## config.mk

```make
export PLATFORM = sky130hd
export DESIGN_NAME = mmio_tf_bridge
export DESIGN_NICKNAME = d
export VERILOG_FILES = /design/src/rtl/mmio_tf_pkg.sv /design/src/rtl/mmio_tf_decode.sv /design/src/rtl/mmio_tf_lane_rev.sv /design/src/rtl/mmio_tf_bridge.sv
export SDC_FILE = /design/constraint.sdc
export NUM_CORES = 1
export LEC_CHECK = 0
export ABC_AREA = 1
export BUFFER_PORTS_ARGS = -buffer_cell sky130_fd_sc_hd__buf_2
export CAP_MARGIN = 20
export CORE_MARGIN = 5
export CORE_UTILIZATION = 42
export DETAILED_ROUTE_END_ITERATION = 8
export GPL_TIMING_DRIVEN = 0
export PLACE_DENSITY = 0.88
export SYNTH_ARGS = -nofsm -noshare
export SYNTH_HDL_FRONTEND = slang
export SYNTH_SLANG_ARGS = --single-unit
export TNS_END_PERCENT = 30
```

## constraint.sdc

```tcl
create_clock -name clk -period 2.2 [get_ports clk]
set_input_delay 0.44 -clock clk [delete_from_list [all_inputs] [get_ports clk]]
set_output_delay 0.44 -clock clk [all_outputs]
set_load 0.01 [all_outputs]
```

## src/rtl/mmio_tf_pkg.sv

```systemverilog
package mmio_tf_pkg;

  typedef enum logic [1:0] {
    SZ_BYTE = 2'd0,
    SZ_HALF = 2'd1,
    SZ_WORD = 2'd2,
    SZ_RSVD = 2'd3
  } acc_size_e;

  typedef enum logic [1:0] {
    ST_IDLE = 2'd0,
    ST_XFER = 2'd1,
    ST_RESP = 2'd2
  } seq_state_e;

endpackage

```

## src/rtl/mmio_tf_decode.sv

```systemverilog
module mmio_tf_decode
  import mmio_tf_pkg::*;
#(
  parameter int IDX_W      = 8,
  parameter int REG_W      = 4,
  parameter int NUM_CMD    = 7,
  parameter int CTRL_SLOT0 = 8,
  parameter int CTRL_SLOT1 = 22,
  parameter int CTRL_REG   = 8
) (
  input  logic [IDX_W-1:0] slot,
  input  logic [1:0]       size,
  output logic             hit,
  output logic [REG_W-1:0] reg_sel
);

  localparam logic [IDX_W-1:0] SLOT_C0 = IDX_W'(CTRL_SLOT0);
  localparam logic [IDX_W-1:0] SLOT_C1 = IDX_W'(CTRL_SLOT1);
  localparam logic [IDX_W-1:0] SLOT_LO = IDX_W'(1);
  localparam logic [IDX_W-1:0] SLOT_HI = IDX_W'(NUM_CMD);

  logic cmd_hit;
  logic ctl_hit;
  logic dat_hit;

  always_comb begin
    cmd_hit = (slot >= SLOT_LO) && (slot <= SLOT_HI);
    ctl_hit = (slot == SLOT_C0) || (slot == SLOT_C1);
    dat_hit = (slot == '0);
    hit     = 1'b0;
    reg_sel = '0;
    case (acc_size_e'(size))
      SZ_BYTE: begin
        hit = cmd_hit || ctl_hit;
        if (ctl_hit) reg_sel = REG_W'(CTRL_REG);
        else if (cmd_hit) reg_sel = slot[REG_W-1:0];
      end
      SZ_HALF, SZ_WORD: begin
        hit = dat_hit;
      end
      default: hit = 1'b0;
    endcase
  end

endmodule

```

## src/rtl/mmio_tf_lane_rev.sv

```systemverilog
module mmio_tf_lane_rev #(
  parameter int BYTES = 4
) (
  input  logic [BYTES*8-1:0] din,
  output logic [BYTES*8-1:0] dout
);

  for (genvar g = 0; g < BYTES; g++) begin : g_lane
    assign dout[g*8 +: 8] = din[(BYTES-1-g)*8 +: 8];
  end

endmodule

```

## src/rtl/mmio_tf_bridge.sv

```systemverilog
module mmio_tf_bridge
  import mmio_tf_pkg::*;
#(
  parameter int ADDR_W      = 32,
  parameter int DATA_W      = 32,
  parameter int WIN_BITS    = 12,
  parameter int STRIDE_BITS = 4,
  parameter int REG_W       = 4,
  parameter int NUM_CMD     = 7,
  parameter int CTRL_SLOT0  = 8,
  parameter int CTRL_SLOT1  = 22
) (
  input  logic              clk,
  input  logic              rst_n,
  input  logic              bus_req,
  input  logic              bus_we,
  input  logic [1:0]        bus_size,
  input  logic [ADDR_W-1:0] bus_addr,
  input  logic [DATA_W-1:0] bus_wdata,
  output logic [DATA_W-1:0] bus_rdata,
  output logic              bus_ready,
  output logic [REG_W-1:0]  tf_reg,
  output logic [1:0]        tf_size,
  output logic              tf_rd,
  output logic              tf_wr,
  output logic [DATA_W-1:0] tf_wdata,
  input  logic [DATA_W-1:0] tf_rdata
);

  localparam int IDX_W    = WIN_BITS - STRIDE_BITS;
  localparam int HALF_W   = 16;
  localparam int WORD_B   = DATA_W / 8;
  localparam int CTRL_REG = NUM_CMD + 1;

  // reset: asserted asynchronously, released through two flops
  logic rst_meta, rst_sync;
  always_ff @(posedge clk or negedge rst_n) begin
    if (!rst_n) begin
      rst_meta <= 1'b0;
      rst_sync <= 1'b0;
    end else begin
      rst_meta <= 1'b1;
      rst_sync <= rst_meta;
    end
  end

  logic unused_addr;
  assign unused_addr = ^{bus_addr[ADDR_W-1:WIN_BITS], bus_addr[STRIDE_BITS-1:0]};

  // decode
  logic             dec_hit;
  logic [REG_W-1:0] dec_reg;

  mmio_tf_decode #(
    .IDX_W(IDX_W), .REG_W(REG_W), .NUM_CMD(NUM_CMD),
    .CTRL_SLOT0(CTRL_SLOT0), .CTRL_SLOT1(CTRL_SLOT1), .CTRL_REG(CTRL_REG)
  ) u_decode (
    .slot    (bus_addr[WIN_BITS-1:STRIDE_BITS]),
    .size    (bus_size),
    .hit     (dec_hit),
    .reg_sel (dec_reg)
  );

  // lane reversal on both paths
  logic [HALF_W-1:0] wr_half, rd_half;
  logic [DATA_W-1:0] wr_word, rd_word;

  mmio_tf_lane_rev #(.BYTES(2))      u_wr_half (.din(bus_wdata[HALF_W-1:0]), .dout(wr_half));
  mmio_tf_lane_rev #(.BYTES(WORD_B)) u_wr_word (.din(bus_wdata),             .dout(wr_word));
  mmio_tf_lane_rev #(.BYTES(2))      u_rd_half (.din(tf_rdata[HALF_W-1:0]),  .dout(rd_half));
  mmio_tf_lane_rev #(.BYTES(WORD_B)) u_rd_word (.din(tf_rdata),              .dout(rd_word));

  // sequencer state
  seq_state_e       state_q, state_d;
  logic             we_q, hit_q;
  logic [1:0]       size_q;
  logic [REG_W-1:0] reg_q;
  logic [DATA_W-1:0] wdata_q, rdata_q, rdata_d, wdata_d;
  logic             rd_q, wr_q, ready_q;
  logic             rd_d, wr_d, ready_d;
  logic             accept, ld_en, cap_en;

  assign accept = bus_req && (state_q == ST_IDLE);
  assign ld_en  = accept;
  assign cap_en = (state_q == ST_XFER) && !we_q;

  always_comb begin
    wdata_d = '0;
    case (acc_size_e'(bus_size))
      SZ_BYTE: wdata_d[7:0]        = bus_wdata[7:0];
      SZ_HALF: wdata_d[HALF_W-1:0] = wr_half;
      default: wdata_d             = wr_word;
    endcase
  end

  always_comb begin
    rdata_d = '0;
    if (hit_q) begin
      case (acc_size_e'(size_q))
        SZ_BYTE: rdata_d[7:0]        = tf_rdata[7:0];
        SZ_HALF: rdata_d[HALF_W-1:0] = rd_half;
        default: rdata_d             = rd_word;
      endcase
    end else begin
      case (acc_size_e'(size_q))
        SZ_BYTE: rdata_d[7:0]        = '1;
        SZ_HALF: rdata_d[HALF_W-1:0] = '1;
        default: rdata_d             = '1;
      endcase
    end
  end

  always_comb begin
    state_d = state_q;
    rd_d    = 1'b0;
    wr_d    = 1'b0;
    ready_d = 1'b0;
    case (state_q)
      ST_IDLE: if (accept) begin
        state_d = ST_XFER;
        rd_d    = dec_hit && !bus_we;
        wr_d    = dec_hit && bus_we;
      end
      ST_XFER: begin
        state_d = ST_RESP;
        ready_d = 1'b1;
      end
      default: state_d = ST_IDLE;
    endcase
  end

  always_ff @(posedge clk or negedge rst_sync) begin
    if (!rst_sync) begin
      state_q <= ST_IDLE;
      rd_q    <= 1'b0;
      wr_q    <= 1'b0;
      ready_q <= 1'b0;
    end else begin
      state_q <= state_d;
      rd_q    <= rd_d;
      wr_q    <= wr_d;
      ready_q <= ready_d;
    end
  end

  always_ff @(posedge clk or negedge rst_sync) begin
    if (!rst_sync) begin
      we_q    <= 1'b0;
      hit_q   <= 1'b0;
      size_q  <= '0;
      reg_q   <= '0;
      wdata_q <= '0;
    end else if (ld_en) begin
      we_q    <= bus_we;
      hit_q   <= dec_hit;
      size_q  <= bus_size;
      reg_q   <= dec_reg;
      wdata_q <= wdata_d;
    end
  end

  always_ff @(posedge clk or negedge rst_sync) begin
    if (!rst_sync) begin
      rdata_q <= '0;
    end else if (cap_en) begin
      rdata_q <= rdata_d;
    end
  end

  assign tf_rd     = rd_q;
  assign tf_wr     = wr_q;
  assign tf_reg    = reg_q;
  assign tf_size   = size_q;
  assign tf_wdata  = wdata_q;
  assign bus_ready = ready_q;
  assign bus_rdata = rdata_q;

endmodule

```

==> run metrics, run 1 <==
Synth Area per Inst=8.87 sq um; Setup violations, final=0; synth top area cells=dfrtp_1 (55%), nand2_1 (10%), o21ai_0 (8.7%); Critical Path, Cell by Cell=buf_2, inv_1, ha_1, buf_2, inv_1, o21ai_0, a21oi_1, o21ai_0; final hold violations=0; Worst EP arrival=1.75 ns; latest clock arrival within the worst-skew pair=0.34 ns; CP max stage delay=0.30 ns; total power draw=4.70 mW; Peak VDD IR=430 uV; row count=33; CTS tree=done; Synth Net Count=513; Die Height=103 um; crit path time final=1.50 ns; H-tree depth=3; dpl cell area=4530 sq um; first-pass GRT wire length=17,900 um; DRC Markers=0; Yosys top cell area share=54.6%; Final period util=68.0%; Crit. End Element=register; io pins=175; Routed Antenna Nets=0; Initial Utilization=43.6%; number of diodes=0; vias post-DR=3,583; # Post-CTS Setup Buffers=0; DR pass1 iterations=5; # port buffers=150; WL final=11,200 um; Clock Pin Slew Worst Setup and Hold Paths=0.08 ns; TNS Setup=0 ns; layout cells sized above 1=32.8%; most common flop cell mapped by yosys=dfrtp_1; cell with the most instances after synthesis=nand2_1; vias in the first global route=3,723; initial antenna violation count=0; number of nets in the layout=676; Final Hold Slack=0.200 ns; max_cap viols=0; synthesized cell area=3620 sq um; commonest cells in the netlist=nand2_1 (100), dfrtp_1 (79), o21ai_0 (63); CP max stage cell=o21ai_0; worst-path fanout max=10; ys async rst share=100%; design area=4780 sq um; per-cell routed wire length=16.4 um; grt ovf=0; die area=10,600 sq um; largest area contributor in the netlist=dfrtp_1; # clock sinks=79; global-route usage over all layers=21.7%; pwr dens=983 nW/um^2; Hold Crit Class=register to asynchronous set/reset pin; hold buffer count at cts=1; status=finished clean; sequential share of the synthesized area=54.6%; Die W=103 um; largest net degree at the start of global routing=62; HPWL after DPL=8810 um; Area Growth Syn to Fin=32.1%; Synth cell types=29; Leak=2.43 nW; routability congestion estimate=0.953; number of synthesized register bits=79; Critical Path Start Type=input port; drt via density=5.26; total of warnings raised by yosys=0; 1st-iter DRT viols=153; critical path class=input port to register; CP required=2.46 ns; clock skew=0.0109 ns; Core Region=8300 sq um; Clock Tree Root=clkbuf_8; f_max=669 MHz; post-CTS resize count=0; TritonCTS buffer count=9; Post-synth EDFFs=0; Final Max Slew Viols=0; RSZ-0062 raised after global routing=false; Syn Inst Count=408; Clock Path Buffers=2
==> per-layer routing <==
layer	vias up	GRT usage, %	wire length, um
li1	1692	-	-
met1	1650	26.0	4430
met2	210	36.8	5260
met3	31	4.87	1130
met4	0	10.6	366
met5	-	0	0
==> logic make-up (layout without fill, tap and decap cells) <==
kind of cell / count (synthesis) / after routing / share of synthesized area [%]
AO/OA/AOI/OAI: 131 / 131 / 21.5
other: 1 / 1 / 0.104
adder cells (fa/ha/maj): 3 / 3 / 1.04
AND/OR/NAND/NOR: 134 / 134 / 15.1
buffers and inverters: 60 / 228 / 7.64
flip-flops: 79 / 79 / 54.6
==> critical path, delay by kind of cell <==
family	cells	cell delay, ns
buffers and inverters	4	0.60
AO/OA/AOI/OAI	3	0.55
adder cells (fa/ha/maj)	1	0.16
==> final cells by class <==
| type | instances | area (sq um) |
|---|---|---|
| repair buffers | 152 | 788 |
| multi-input cells | 269 | 1370 |
| flip-flops and latches | 79 | 1980 |
| plain buffers | 24 | 141 |
| clock inverters | 5 | 106 |
| fillers | 750 | 3520 |
| well taps | 105 | 131 |
| inverters | 36 | 135 |
| clock buffers | 11 | 131 |
==> worst paths after layout <==
kind                        startpoint       endpoint  slack, ns  depth (start not counted)
max                        bus_size[1]    tf_wdata[7]       0.70                          8
min                           rst_sync  bus_rdata[16]       0.20                          0
max reg2reg                 tf_size[1]  bus_rdata[12]       0.73                          6
min reg2reg                   rst_sync  bus_rdata[16]       0.20                          0
max in group asynchronous     rst_sync   tf_wdata[12]       1.41                          1
min in group clk                bus_we          tf_rd       0.25                          2
==> cell usage in the layout (no fill, tap or decap), drive strengths merged <==
cell         Yosys  final
a21oi           12     12
a22o             1      1
a22oi            8      8
a2bb2oi          8      8
a32o             1      1
buf             18    169
bufinv           0      3
clkbuf           6     17
clkinv           1      2
clkinvlp         0      1
conb             1      1
dfrtp           79     79
dlygate4sd3      0      1
ha               3      3
inv             35     35
nand2          101    101
nand3           14     14
nand4            2      2
nor2            15     15
nor3             1      1
o21ai           82     82
o22a             8      8
o22ai            4      4
o31ai            7      7
or2              1      1
==> stage by stage <==
step           utilization (%)  std cells  setup slack, ns
6_report                  57.6        681            0.704
5_1_grt                   57.6        681            0.569
4_1_cts                   57.6        681            0.704
3_5_place_dp              54.6        664            0.406
3_3_place_gp              54.2        663            0.438
2_1_floorplan                -        408            0.815
==> power by group <==
part           internal (mW)  total [mW]  switching [mW]
logic                  0.586        1.41           0.823
clock network          0.757        1.29           0.530
registers               1.80        2.00           0.203
total                   3.14        4.70            1.56
No activity file was read; power rests on OpenSTA's default activity.
==> inputs of run 2 (changes only) <==
==> constraint.sdc (replaced) <==
create_clock -name clk -period 1.2 [get_ports clk]
set_input_delay 0.24 -clock clk [delete_from_list [all_inputs] [get_ports clk]]
set_output_delay 0.24 -clock clk [all_outputs]
set_load 0.01 [all_outputs]
==> run 2 against run 1 <==
The flow now finishes with violations (setup timing). Critical path depth fell by 2. Cell count grew 2.1%. First-iteration DRC count is 16% higher. Clock skew fell by 0.0023 ns. Design area increased by 5.5%. Worst hold slack worse by 0.14 ns. Critical path type is now register to register. Highest routed layer unchanged.
==> run metrics, run 2 (synthesis gave the netlist of run 1 again) <==
Initial Utilization=43.6% (unchanged); r2r endpoint=bus_rdata[12]; Final Hold Slack=0.0571 ns (-0.143 ns); per-cell routed wire length=16.9 um (+3.1%); first-pass GRT wire length=18,700 um (+4.4%); Int Power=5.68 mW (+81%); worst reg2reg path startpoint=tf_size[1]; global-route usage over all layers=22.7% (+0.98 points); CP required=1.43 ns (-1.03 ns); # port buffers=150 (unchanged); vias in the first global route=3,854 (+3.5%); max_cap viols=0 (unchanged); WL final=11,800 um (+5.2%); Critical Path Start Type=register; number of nets in the layout=690 (+2.1%); DR pass1 iterations=5 (unchanged); combinational share of power=34.3% (+4.3 points); area of the multi-input gates=1480 sq um (+8.5%); worst hold endpoint=tf_rd; H-tree depth=3 (unchanged); Peak VDD IR=929 uV (+120%); TritonCTS buffer count=9 (unchanged); Worst Min Path Start=bus_we; Sequential Power Share=42.8% (+0.2 points); Final period util=112%; HPWL after DPL=8790 um (-0.23%); layout cells sized above 1=41.5% (+8.7 points); violated checks=setup timing; clock skew=0.00866 ns (-0.00226 ns); Setup violations, final=42 (+42); Hold Crit Class=input port to register; grt ovf=0 (unchanged); Core Region=8300 sq um (unchanged); row count=33 (unchanged); CTS tree=done; Leak=2.55 nW (+4.6%); number of diodes=0 (unchanged); Worst R2R Setup Slack=-0.15 ns (-0.88 ns); io pins=175 (unchanged); vias post-DR=3,763 (+5.0%); f_max=741 MHz; Clock Path Buffers=2 (unchanged); Die W=103 um (unchanged); final hold violations=0 (unchanged); register area=1980 sq um (about the same); DRC Markers=0 (unchanged); routability congestion estimate=0.885 (-7.1%); Clock Tree Root=clkbuf_8; Worst Hold Depth=2; commonest non-fill, non-tap cell in the layout=buf_2; initial antenna violation count=0 (unchanged); Clock Pin Slew Worst Setup and Hold Paths=0.08 ns (about the same); Crit. End Element=register; # clock sinks=79 (unchanged); pwr dens=1730 nW/um^2 (+76%); RSZ-0062 raised after global routing=true; die area=10,600 sq um (unchanged); most frequent cells in the layout=buf_2 (155), nand2_1 (84), dfrtp_1 (77); switching pwr=3.05 mW (+96%); Area Growth Syn to Fin=39.4%; crit path time final=1.35 ns; fin worst setup slack=-0.149 ns (-0.854 ns); critical path class=register to register; Filler cells=705 (-6.0%); largest net degree at the start of global routing=78 (+26%); latest clock arrival within the worst-skew pair=0.34 ns (about the same); drt via density=5.41 (+2.9%); status=finished with violations; Routed Antenna Nets=0 (unchanged); Worst EP arrival=1.58 ns (-0.17 ns); Final Max Slew Viols=0 (unchanged); worst-path fanout max=8 (-2); Die Height=103 um (unchanged); switch share=34.9% (+1.8 points); Reg2Reg Depth=6 (unchanged); Clk pwr share=22.9% (-4.5 points); 1st-iter DRT viols=178 (+16%); fin util=60.8% (+3.2 points)
## run 2: area by class of cell
class | instances | area share, %
Multi-Input combinational cell | 269 | 29.4
Inverter | 36 | 2.75
Tap cell | 105 | 2.60
Clock buffer | 11 | 2.80
Buffer | 23 | 3.77
Clock inverter | 5 | 1.14
Timing Repair Buffer | 167 | 18.3
Sequential cell | 79 | 39.3
## run 2: power groups by stage
| stage | combinational (mW) | clock (mW) | sequential, mW |
|---|---|---|---|
| final | 2.99 | 2.00 | 3.74 |
| after global routing | 3.30 | 2.17 | 3.81 |
| after CTS | 2.83 | 2.06 | 3.73 |
| after detailed placement | 2.55 | 0 | 3.75 |
| after global placement | 2.49 | 0 | 3.72 |
| after floorplan | 1.10 | 0 | 4.01 |
## run 2: worst max-delay path, cell delays in order (launching register included)
cell and delay [ns]:
dfrtp_1 0.39, buf_6 0.13, or2_1 0.21, buf_6 0.14, a21oi_4 0.18, buf_12 0.14, a2bb2oi_2 0.05
## run 2: worst max-delay path by stage
stage                           start             to  slack, ns  cells past startpoint
after floorplan            tf_size[1]  bus_rdata[10]      -0.09                      5
after global placement    bus_size[1]    tf_wdata[7]      -0.35                      8
after detailed placement  bus_size[1]    tf_wdata[7]      -0.36                      8
after CTS                  tf_size[1]  bus_rdata[12]      -0.14                      6
after global routing       state_q[0]  bus_rdata[14]      -0.20                      6
final                      tf_size[1]  bus_rdata[12]      -0.15                      6
## run 2: per-layer routing
layer	GRT usage (%)	share of wire [%]	up-vias
li1	-	-	1725
met1	28.4	38	1752
met2	37.7	48	254
met3	6.16	11	32
met4	8.27	2.8	0
met5	0	0	-
## run 2: what timing repair did
item / in CTS / in global routing
endpoints found under the setup margin: 116 / 75
hold buffers: 1 / 0
pin swaps: 11 / 2
gates cloned: 1 / 1
resized for setup: 44 / 46
setup buffers: 11 / 2
endpoints found under the hold margin: 2 / 0
## run 2: metrics by stage
stage	setup TNS (ns)	power, mW	instances	area (sq um)	worst slack (ns)
final	-2.18	8.72	695	5040	-0.149
after global routing	-5.64	9.29	695	5040	-0.199
after CTS	-3.08	8.63	692	4940	-0.140
after detailed placement	-14.79	6.30	663	4500	-0.358
after global placement	-12.15	6.21	663	4500	-0.347
after floorplan	-0.760	5.11	408	3620	-0.0853
